===== config.mk =====
export PLATFORM = sky130hd
export DESIGN_NAME = intx_queue_regs
export DESIGN_NICKNAME = d
export VERILOG_FILES = /design/src/rtl/intq_pkg.sv /design/src/rtl/intx_change_scan.sv /design/src/rtl/intx_ring.sv /design/src/rtl/intq_regs.sv /design/src/rtl/intx_queue_regs.sv
export SDC_FILE = /design/constraint.sdc
export NUM_CORES = 1
export LEC_CHECK = 0
export ABC_CLOCK_PERIOD_IN_PS = 6600
export BUFFER_PORTS_ARGS = -buffer_cell sky130_fd_sc_hd__buf_2
export CORE_MARGIN = 2
export CORE_UTILIZATION = 55
export CTS_BUF_LIST = sky130_fd_sc_hd__clkbuf_8 sky130_fd_sc_hd__clkbuf_16
export DETAILED_ROUTE_END_ITERATION = 12
export GPL_TIMING_DRIVEN = 0
export PLACE_DENSITY = 0.79
export SYNTH_ARGS = -nofsm -noshare
export SYNTH_HDL_FRONTEND = slang
export SYNTH_SLANG_ARGS = --single-unit

===== constraint.sdc =====
create_clock -name clk -period 6.6 [get_ports clk]
set_input_delay 1.32 -clock clk [delete_from_list [all_inputs] [get_ports clk]]
set_output_delay 1.32 -clock clk [all_outputs]
set_load 0.005 [all_outputs]

===== src/rtl/intq_pkg.sv =====
// Package: shared constants and the queued record type for the INTx queue.
// Assumes a 12-bit byte address and four legacy lines.
package intq_pkg;
    localparam int ADDR_W  = 12;
    localparam int DATA_W  = 32;
    localparam int N_LINES = 4;
    localparam int LINE_W  = $clog2(N_LINES);

    localparam logic [ADDR_W-1:0] OFS_CAUSE = 12'h138;
    localparam logic [ADDR_W-1:0] OFS_MASK  = 12'h13C;
    localparam logic [ADDR_W-1:0] OFS_PHY   = 12'h144;
    localparam logic [ADDR_W-1:0] OFS_PORT  = 12'h148;
    localparam logic [ADDR_W-1:0] OFS_QWA   = 12'h158;
    localparam logic [ADDR_W-1:0] OFS_QWB   = 12'h15C;

    localparam int B_CAUSE_INTX = 16;
    localparam int B_CAUSE_MSI  = 17;
    localparam int B_LINK       = 11;
    localparam int B_BRIDGE     = 0;
    localparam int B_NEMPTY     = 18;
    localparam int B_OVF        = 19;
    localparam int B_REC_LINE   = 27;
    localparam int B_REC_LEVEL  = 29;
    localparam int B_REC_VALID  = 31;

    typedef struct packed {
        logic              level;
        logic [LINE_W-1:0] line;
    } intx_rec_t;
endpackage


===== src/rtl/intx_change_scan.sv =====
// Module: samples the INTx lines and emits one change record per cycle.
// Assumes inputs are already synchronous to clk. Each cycle it reports the
// lowest-numbered line whose sampled level differs from the level last
// reported; that line's reported level is updated whether or not the queue
// accepts the record.
module intx_change_scan
    import intq_pkg::*;
(
    input  logic               clk,
    input  logic               rst_n,
    input  logic [N_LINES-1:0] lines_in,
    output logic               push_req,
    output intx_rec_t          push_rec
);
    logic [N_LINES-1:0] sampled;
    logic [N_LINES-1:0] reported;
    logic [N_LINES-1:0] differs;
    logic [N_LINES-1:0] grant;

    // Register the raw line levels once.
    always_ff @(posedge clk) begin
        if (!rst_n) sampled <= '0;
        else        sampled <= lines_in;
    end

    assign differs = sampled ^ reported;

    // Lowest-index-first pick among changed lines.
    always_comb begin
        grant    = '0;
        push_req = 1'b0;
        push_rec = '0;
        for (int i = 0; i < N_LINES; i++) begin
            if (differs[i] && !push_req) begin
                grant[i]      = 1'b1;
                push_req      = 1'b1;
                push_rec.line = LINE_W'(i);
                push_rec.level = sampled[i];
            end
        end
    end

    // Track the last reported level per line.
    generate
        for (genvar g = 0; g < N_LINES; g++) begin : g_rep
            always_ff @(posedge clk) begin
                if (!rst_n)        reported[g] <= 1'b0;
                else if (grant[g]) reported[g] <= sampled[g];
            end
        end
    endgenerate
endmodule


===== src/rtl/intx_ring.sv =====
// Module: circular record queue with one slot kept unused (DEPTH-1 usable).
// A push while full is dropped and sets a sticky overflow flag. A pop while
// empty is ignored. The fullness check uses the state before the edge.
module intx_ring
    import intq_pkg::*;
#(
    parameter int DEPTH = 16
) (
    input  logic                       clk,
    input  logic                       rst_n,
    input  logic                       push,
    input  intx_rec_t                  push_rec,
    input  logic                       pop,
    output intx_rec_t                  head_rec,
    output logic                       empty,
    output logic                       push_ok,
    output logic                       ovf,
    output logic [$clog2(DEPTH)-1:0]   count
);
    localparam int PTR_W = $clog2(DEPTH);

    intx_rec_t        slots [DEPTH];
    logic [PTR_W-1:0] wptr, rptr;
    logic             full, pop_ok;

    function automatic logic [PTR_W-1:0] bump(input logic [PTR_W-1:0] p);
        return (p == PTR_W'(DEPTH-1)) ? '0 : p + 1'b1;
    endfunction

    assign empty    = (count == '0);
    assign full     = (count == PTR_W'(DEPTH-1));
    assign push_ok  = push && !full;
    assign pop_ok   = pop && !empty;
    assign head_rec = slots[rptr];

    // Store accepted records.
    always_ff @(posedge clk) begin
        if (push_ok) slots[wptr] <= push_rec;
    end

    // Advance pointers and occupancy.
    always_ff @(posedge clk) begin
        if (!rst_n) begin
            wptr  <= '0;
            rptr  <= '0;
            count <= '0;
        end else begin
            if (push_ok) wptr <= bump(wptr);
            if (pop_ok)  rptr <= bump(rptr);
            case ({push_ok, pop_ok})
                2'b10:   count <= count + 1'b1;
                2'b01:   count <= count - 1'b1;
                default: count <= count;
            endcase
        end
    end

    // Sticky overflow on a dropped record.
    always_ff @(posedge clk) begin
        if (!rst_n)          ovf <= 1'b0;
        else if (push && full) ovf <= 1'b1;
    end
endmodule


===== src/rtl/intq_regs.sv =====
// Module: register file for cause, mask, PHY status, port status/control and
// the queue window. Read data is combinational and free of side effects;
// writes act on the clock edge. Assumes one access per cycle.
module intq_regs
    import intq_pkg::*;
(
    input  logic              clk,
    input  logic              rst_n,
    input  logic              wr_en,
    input  logic [ADDR_W-1:0] addr,
    input  logic [DATA_W-1:0] wdata,
    output logic [DATA_W-1:0] rdata,
    input  logic              link_up_in,
    input  logic              q_empty,
    input  logic              q_ovf,
    input  logic              q_push_ok,
    input  intx_rec_t         q_head,
    output logic              q_pop,
    output logic              cause_intx,
    output logic              bridge_en,
    output logic              irq_out
);
    logic [DATA_W-1:0] mask_q;
    logic [DATA_W-1:0] cause_word;
    logic [DATA_W-1:0] rec_word;
    logic              clr_intx;

    assign clr_intx = wr_en && (addr == OFS_CAUSE) && wdata[B_CAUSE_INTX];
    assign q_pop    = wr_en && ((addr == OFS_QWA) || (addr == OFS_QWB));

    // Sticky INTx cause: set on accepted record, held while queue non-empty.
    always_ff @(posedge clk) begin
        if (!rst_n) cause_intx <= 1'b0;
        else        cause_intx <= (cause_intx && !clr_intx) || q_push_ok || !q_empty;
    end

    // Mask register, replaced whole on write.
    always_ff @(posedge clk) begin
        if (!rst_n)                          mask_q <= '0;
        else if (wr_en && addr == OFS_MASK) mask_q <= wdata;
    end

    // Bridge enable bit.
    always_ff @(posedge clk) begin
        if (!rst_n)                          bridge_en <= 1'b0;
        else if (wr_en && addr == OFS_PORT) bridge_en <= wdata[B_BRIDGE];
    end

    // Compose the cause word; the MSI cause is never raised here.
    always_comb begin
        cause_word = '0;
        cause_word[B_CAUSE_INTX] = cause_intx;
        cause_word[B_CAUSE_MSI]  = 1'b0;
    end

    // Compose queue word A from the head record.
    always_comb begin
        rec_word = '0;
        if (!q_empty) begin
            rec_word[B_REC_VALID] = 1'b1;
            rec_word[B_REC_LEVEL] = q_head.level;
            rec_word[B_REC_LINE +: LINE_W] = q_head.line;
        end
    end

    // Level interrupt from masked causes.
    assign irq_out = |(cause_word & mask_q);

    // Read multiplexer.
    always_comb begin
        rdata = '0;
        case (addr)
            OFS_CAUSE: rdata = cause_word;
            OFS_MASK:  rdata = mask_q;
            OFS_PHY:   rdata[B_LINK] = link_up_in;
            OFS_PORT: begin
                rdata[B_BRIDGE] = bridge_en;
                rdata[B_NEMPTY] = !q_empty;
                rdata[B_OVF]    = q_ovf;
            end
            OFS_QWA:   rdata = rec_word;
            OFS_QWB:   rdata = '0;
            default:   rdata = '0;
        endcase
    end
endmodule


===== src/rtl/intx_queue_regs.sv =====
// Module: top of the legacy interrupt event queue. Connects the line change
// scanner, the record ring and the register file. Assumes synchronous inputs.
module intx_queue_regs
    import intq_pkg::*;
#(
    parameter int DEPTH = 16
) (
    input  logic        clk,
    input  logic        rst_n,
    input  logic [3:0]  intx_in,
    input  logic        link_up_in,
    input  logic        wr_en,
    input  logic [11:0] addr,
    input  logic [31:0] wdata,
    output logic [31:0] rdata,
    output logic        irq_out,
    output logic        bridge_en
);
    localparam int CNT_W = $clog2(DEPTH);

    logic             push_req;
    intx_rec_t        push_rec;
    intx_rec_t        head_rec;
    logic             q_empty, q_push_ok, q_ovf, q_pop;
    logic [CNT_W-1:0] q_count;
    logic             cause_intx;

    intx_change_scan u_scan (
        .clk      (clk),
        .rst_n    (rst_n),
        .lines_in (intx_in),
        .push_req (push_req),
        .push_rec (push_rec)
    );

    intx_ring #(.DEPTH(DEPTH)) u_ring (
        .clk      (clk),
        .rst_n    (rst_n),
        .push     (push_req),
        .push_rec (push_rec),
        .pop      (q_pop),
        .head_rec (head_rec),
        .empty    (q_empty),
        .push_ok  (q_push_ok),
        .ovf      (q_ovf),
        .count    (q_count)
    );

    intq_regs u_regs (
        .clk        (clk),
        .rst_n      (rst_n),
        .wr_en      (wr_en),
        .addr       (addr),
        .wdata      (wdata),
        .rdata      (rdata),
        .link_up_in (link_up_in),
        .q_empty    (q_empty),
        .q_ovf      (q_ovf),
        .q_push_ok  (q_push_ok),
        .q_head     (head_rec),
        .q_pop      (q_pop),
        .cause_intx (cause_intx),
        .bridge_en  (bridge_en),
        .irq_out    (irq_out)
    );
endmodule


==> summary.txt, run 1 <==
Worst setup path
  • Cell Chain, Critical Path: buf_2 > or4b_4 > nor4_4 > clkbuf_1 > and2_1 > buf_2
  • WP data arrival: about 3.0 ns
  • Reg-to-Reg End: u_ring.slots[5][2]
  • Worst Setup Start Kind: primary input
  • Worst path slowest cell: or4b_4
  • CP max FO: 10
  • Most common cell on crit path: buf_2
  • Worst Path Required: 5.28 ns
  • CP endpoint kind: primary output
  • CP max stage delay: 0.57 ns
  • Origin of the critical flop-to-flop path: u_scan.reported[0]
  • Worst Reg-to-Reg Cells: 8
  • R2r setup slk: 3.69 ns
  • Worst Path Class, Setup: primary input to primary output

CTS
  • CTS tree: built
  • Clock sinks: around 110
  • Hold_buf cts: 0
  • CTS Buf Count: 9
  • CTS resizes: 0
  • Reg clk slew, reported paths: 0.11 ns
  • Clock latency on the worst-skew pair: ~0.37 ns
  • CTS Buffer Depth: 2
  • Root Buffer: clkbuf_8
  • Post-CTS setup buffers: 0
  • H-tree depth: 3

Layout
  • Ant diodes: 0
  • Layout cells sized above 1: 0.2584
  • Utilization after layout: 0.6436
  • Final std cells w/o fill: 642
  • NumNets Final: slightly below 600
  • Cell area after layout: 0.005530 sq mm
  • Synth-to-layout area growth: 15.43%

Global route
  • Grt ovf: 0
  • Vias in the first global route: 3387
  • GR peak layer: met2
  • Pin count of the biggest net entering global routing: 20
  • Met3 usage: 0.04964
  • Gr usage total: 0.2103
  • GR Util met1: 0.2855
  • Global-route wire length before repair: 15.93 mm
  • Met2 Use GR: 0.3397
  • Antenna violations before repair: 0

STA
  • Total negative slack: 0 ns
  • RSZ-0062 raised after global routing: false
  • Worst Tran Pin Value: about 1.2 ns
  • Minimum clock period: 4.343 ns
  • Final Setup Violations: 0
  • FMAX: 0.2302 GHz
  • Final Skew: between 0.015 and 0.02 ns
  • Final Hold Fails: 0
  • Period utilisation layout: 0.6581
  • Final WS setup: between 2 and 2.5 ns
  • Final Max Tran Viols: 0
  • Max-slew headroom: 0.2257

Synth
  • Syn. warnings: 0
  • Post-Synth Simple-Gate Area: 0.2027
  • Mapped Nets: around 500
  • Sequential fraction of the synthesis area: 0.5474
  • Top-area cell type share of the netlist area: 0.3009
  • Commonest cells post-synth: dfxtp_1 (59), nand2_1 (56), edfxtp_1 (48)
  • Post-Synth XOR/XNOR Area: 0.01463
  • Most frequent cell after synthesis: dfxtp_1
  • Combinational family with the most area after synthesis: simple AND/OR/NAND/NOR gates
  • Synth Register Bits: 107
  • Ys async rst share: 0
  • Post-synth EDFFs: 48
  • Syn_area_per_cell: 11.04 sq um
  • Synth Area in Adders: 0.02350
  • Synth Area in Compound Gates: 0.09036
  • Top cells by area, synth: edfxtp_1 (30%), dfxtp_1 (25%), mux4_2 (7.1%)
  • Netlist Area Pre-Place: ~0.0048 sq mm
  • Dominant cell type by area after synthesis: edfxtp_1
  • Multiplexer share of the synthesized area: 0.08096
  • Synthesized netlist cell count: about 430
  • Synth Flop Type: dfxtp_1
  • Synth unique cells: 51

Die
  • Die area: 0.009473 sq mm
  • Core ar.: around 0.0086 sq mm
  • Die Y: 97.33 um
  • Rows: 34
  • Initial Util: 0.5575
  • DIE WIDTH: 97.33 um
  • Io pins: 86

Power
  • Power Density: 225.0 mW/mm^2
  • Peak supply drop: 0.0001159 V
  • Leakage power: about 0.0022 uW

Placement
  • Cell Area, Placed: 0.005353 sq mm
  • Port-buffer cells: 84
  • Hpwl dp: roughly 7.3 mm
  • Placer Congestion: between 0.8 and 0.9
  • Dpl ws: 2.240 ns
  • Post-Place Cells: roughly 630

Detailed routing
  • Drc violations: 0
  • DR vias/cell: 5.463
  • DRC marker count from the first detailed-route iteration: 139
  • Antenna Nets Post-Route: 0
  • DR pass1 iterations: 4
  • DR WL/cell: 15.16 um
  • Routed vias: roughly 3500
  • Wirelength, routed: approximately 10 mm

Hold path
  • HP Class: flop to flop
  • Hold Path Cell Cnt: 2
  • Worst hold start: u_regs.mask_q[26]
  • Worst Hold End: u_regs.mask_q[26]

Job
  • Max-cap violations: 0

Status
  • Status: finished clean
==> final cells by class <==
class,count,area [sq um]
clock inverters,7,53.80
inverters,12,45.04
flip-flops and latches,107,2623
multi-input cells,289,1981
plain buffers,26,148.9
well taps,108,135.1
clock buffers,9,123.9
fillers,694,3063
repair buffers,84,420.4
==> stage by stage <==
stage,total power [uW],hold WS [ns]
3_5_place_dp,894.9,0.4451
3_3_place_gp,887.3,0.4393
4_1_cts,1254,0.4614
6_report,1244,0.4569
2_1_floorplan,843.8,0.4321
5_1_grt,1298,0.4790
==> state kept, by name, indices dropped and copies added, names as in the netlist, 4 cells and up, named ones only <==
register	flops
u_ring.slots	48
u_regs.mask_q	32
u_ring.count	4
u_ring.rptr	4
u_ring.wptr	4
u_scan.reported	4
u_scan.sampled	4
==> cells by family (layout without fill, tap and decap cells) <==
group | after synthesis | after routing
AO/OA/AOI/OAI | 69 | 69
XOR/XNOR | 8 | 8
adder cells (fa/ha/maj) | 9 | 9
buffers and inverters | 38 | 138
flip-flops | 107 | 107
multiplexers | 20 | 20
AND/OR/NAND/NOR | 183 | 183
==> per-layer routing <==
layer	routed length [um]	vias up
met2	4657	80
met3	468	18
met4	174	0
met1	4433	1671
li1	-	1738
met5	0	-
==> power breakdown <==
part           leakage [uW]  switching [uW]  internal [uW]
clock network     0.0000929             225            141
registers          0.000917            11.3            725
logic               0.00119            84.3           58.0
total               0.00220             320            924
==> worst max-delay path by stage <==
stage	start	end	slack (ns)	cells after the start
final	addr[11]	rdata[17]	2.26	6
after global routing	addr[11]	rdata[17]	2.12	6
after CTS	addr[11]	rdata[4]	2.24	6
after detailed placement	addr[11]	rdata[17]	2.24	6
after global placement	addr[11]	rdata[17]	2.26	6
after floorplan	addr[11]	rdata[17]	2.63	4
==> cells in the final DEF (no fill, tap or decap), types with 13 or more instances in the layout <==
cell,n
nand2_1,56
o21ai_1,26
nand3_1,39
inv_1,13
edfxtp_1,48
dfxtp_1,59
clkbuf_1,13
buf_2,88
nor2_1,16
mux4_2,15
and2_1,33
==> worst max-delay path, delay by kind of cell <==
kind / cells / cell delay, ns
buffers and inverters: 3 / 0.54
and+or+nand+nor: 3 / 1.16
Note: power is estimated with default switching activity, not from simulation.
==> run 2, diff against run 1 <==
--- a/config.mk
+++ b/config.mk
@@ -5,14 +5,14 @@
 export SDC_FILE = /design/constraint.sdc
 export NUM_CORES = 1
 export LEC_CHECK = 0
-export ABC_CLOCK_PERIOD_IN_PS = 6600
+export ABC_CLOCK_PERIOD_IN_PS = 3600
 export BUFFER_PORTS_ARGS = -buffer_cell sky130_fd_sc_hd__buf_2
 export CORE_MARGIN = 2
-export CORE_UTILIZATION = 55
+export CORE_UTILIZATION = 50
 export CTS_BUF_LIST = sky130_fd_sc_hd__clkbuf_8 sky130_fd_sc_hd__clkbuf_16
 export DETAILED_ROUTE_END_ITERATION = 12
 export GPL_TIMING_DRIVEN = 0
-export PLACE_DENSITY = 0.79
+export PLACE_DENSITY = 0.76
 export SYNTH_ARGS = -nofsm -noshare
 export SYNTH_HDL_FRONTEND = slang
 export SYNTH_SLANG_ARGS = --single-unit
==> constraint.sdc (replaced) <==
create_clock -name clk -period 3.6 [get_ports clk]
set_input_delay 0.72 -clock clk [delete_from_list [all_inputs] [get_ports clk]]
set_output_delay 0.72 -clock clk [all_outputs]
set_load 0.005 [all_outputs]
==> run 2 against run 1 <==
Compared with the run above: via count grew 0.34%; critical path depth is the same; setup slack lost 1.9 ns; final area grew 0.93%; final cell count grew 3.3%; critical endpoint unchanged.
==> summary.txt, run 2 (same netlist as run 1, synthesis figures left out) <==
CTS
  • Hold_buf cts: 0 (unchanged)
  • Reg clk slew, reported paths: 0.10 ns (was 0.11 ns)
  • CTS Buffer Depth: 2 (unchanged)
  • Clock sinks: 107 (unchanged)
  • Post-CTS setup buffers: 0 (unchanged)
  • Clock latency on the worst-skew pair: 0.36 ns (was 0.37 ns)
  • CTS tree: built (unchanged)
  • H-tree depth: 3 (unchanged)
  • CTS resizes: 0 (unchanged)
  • Root Buffer: clkbuf_8 (unchanged)
  • CTS Buf Count: 9 (unchanged)

Worst setup path
  • CP endpoint kind: primary output (unchanged)
  • Worst Path Class, Setup: primary input to primary output (unchanged)
  • Worst Path Required: 2.88 ns (was 5.28 ns)
  • Worst path slowest cell: or4b_4 (unchanged)
  • CP max stage delay: 0.58 ns (was 0.57 ns)
  • Most common cell on crit path: buf_2 (unchanged)
  • Cell Chain, Critical Path: buf_2 > or4b_4 > nor4_4 > clkbuf_1 > and2_1 > buf_2 (unchanged)
  • WP data arrival: 2.50 ns (was 3.02 ns)
  • Worst Setup Start Kind: primary input (unchanged)
  • CP max FO: 10 (unchanged)

Power
  • Leakage power: 0.002211 uW (was 0.002196 uW)
  • Peak supply drop: 0.0002449 V (was 0.0001159 V)
  • Power Density: 420.8 mW/mm^2 (was 225.0 mW/mm^2)

Die
  • DIE WIDTH: 101.9 um (was 97.33 um)
  • Rows: 35 (was 34)
  • Core ar.: 0.009284 sq mm (was 0.008593 sq mm)
  • Die Y: 101.9 um (was 97.33 um)
  • Initial Util: 0.5160 (was 0.5575)
  • Io pins: 86 (unchanged)
  • Die area: 0.01038 sq mm (was 0.009473 sq mm)

STA
  • Final Hold Fails: 0 (unchanged)
  • Period utilisation layout: 0.8931
  • Final Skew: 0.01177 ns (was 0.01993 ns)
  • FMAX: 0.3110 GHz
  • Worst Tran Pin Value: 1.211 ns (was 1.161 ns)
  • Final Setup Violations: 0 (unchanged)
  • Final Max Tran Viols: 0 (unchanged)
  • Minimum clock period: 3.215 ns
  • Hold_ws: 0.4550 ns (was 0.4569 ns)
  • Total negative slack: 0 ns (unchanged)
  • RSZ-0062 raised after global routing: false (unchanged)
  • Max-slew headroom: 0.1924 (was 0.2257)

Layout
  • NumNets Final: 590 (unchanged)
  • Filler cells: 783 (was 694)
  • Utilization after layout: 0.6012 (was 0.6436)
  • Ant diodes: 0 (unchanged)
  • Registers with the most flip-flops: u_ring.slots: 48 flops, u_regs.mask_q: 32 flops (unchanged)
  • Layout cells sized above 1: 0.2603 (was 0.2584)
  • Most flop-heavy register: u_ring.slots (unchanged)
  • Commonest non-fill, non-tap cell in the layout: buf_2 (unchanged)
  • Synth-to-layout area growth: 16.51% (was 15.43%)
  • Number of flip-flops in the largest register: 48 (unchanged)
  • Commonest cells after routing, fill and taps aside: buf_2 (88), dfxtp_1 (59), nand2_1 (56) (unchanged)

Global route
  • Global-route wire length before repair: 15.92 mm (was 15.93 mm)
  • Antenna violations before repair: 0 (unchanged)
  • Pin count of the biggest net entering global routing: 19 (was 20)
  • Grt ovf: 0 (unchanged)
  • Gr usage total: 0.1976 (was 0.2103)
  • Vias in the first global route: 3329 (was 3387)

Detailed routing
  • DR pass1 iterations: 4 (unchanged)
  • DRC marker count from the first detailed-route iteration: 134 (was 139)
  • Routed vias: 3519 (was 3507)
  • Drc violations: 0 (unchanged)
  • Antenna Nets Post-Route: 0 (unchanged)
  • Wirelength, routed: 10.06 mm (was 9.734 mm)
  • DR WL/cell: 15.17 um (was 15.16 um)
  • DR vias/cell: 5.308 (was 5.463)

Hold path
  • HP Class: flop to flop (unchanged)

Placement
  • Port-buffer cells: 84 (unchanged)
  • Placer Congestion: 0.7575 (was 0.8099)
  • Hpwl dp: 7.486 mm (was 7.344 mm)

Status
  • Status: finished clean (unchanged)

Job
  • Max-cap violations: 0 (unchanged)
-- run 2: cell types whose count changed in the layout (fill, tap and decap cells not counted), sizes merged --
cell / change
clkbuf: +2
clkinv: -1
clkinvlp: -1
-- run 2: worst paths after layout --
path / startpoint / endpoint / slack [ns] / cells past startpoint
max: addr[11] / rdata[17] / 0.38 / 6
min: u_regs.mask_q[22] / u_regs.mask_q[22] / 0.45 / 2
max reg2reg: u_scan.reported[0] / u_ring.slots[2][2] / 0.67 / 8
min reg2reg: u_regs.mask_q[22] / u_regs.mask_q[22] / 0.45 / 2
-- run 2: final cells by class --
| type | count | area, sq um | area share |
|---|---|---|---|
| inverters | 12 | 45.04 | 0.008070 |
| clock inverters | 5 | 40.04 | 0.007173 |
| well taps | 129 | 161.4 | 0.02892 |
| clock buffers | 11 | 162.7 | 0.02914 |
| flip-flops and latches | 107 | 2623 | 0.4699 |
| multi-input cells | 289 | 1981 | 0.3549 |
| plain buffers | 26 | 148.9 | 0.02668 |
| repair buffers | 84 | 420.4 | 0.07532 |
-- run 2: power breakdown --
group / switching [uW] / total, uW / internal [uW]
sequential: 21.2 / 1350 / 1330
clock: 414 / 735 / 321
combinational: 157 / 263 / 106
total: 591 / 2350 / 1760
-- run 2: metal layers --
metal  vias to the layer above  global-route usage  share of wire
met2                        83              0.3183           0.49
met1                      1685              0.2764           0.45
met3                         8             0.03899          0.045
met4                         0             0.05333         0.0093
li1                       1743                   -              -
met5                         -                   0              0
-- run 2: worst max-delay path: cells and delay by family --
family / cells / cell delay (ns)
simple gates: 3 / 1.22
buf+inv: 3 / 0.55
-- run 2: through the flow --
stage	instances	power (uW)	setup slack, ns	instance area, sq um
2_1_floorplan	434	1547	0.6859	4791
5_1_grt	663	2436	0.2547	5582
3_5_place_dp	647	1644	0.3542	5379
3_3_place_gp	647	1631	0.2981	5373
6_report	663	2349	0.3847	5582
4_1_cts	663	2360	0.3578	5582
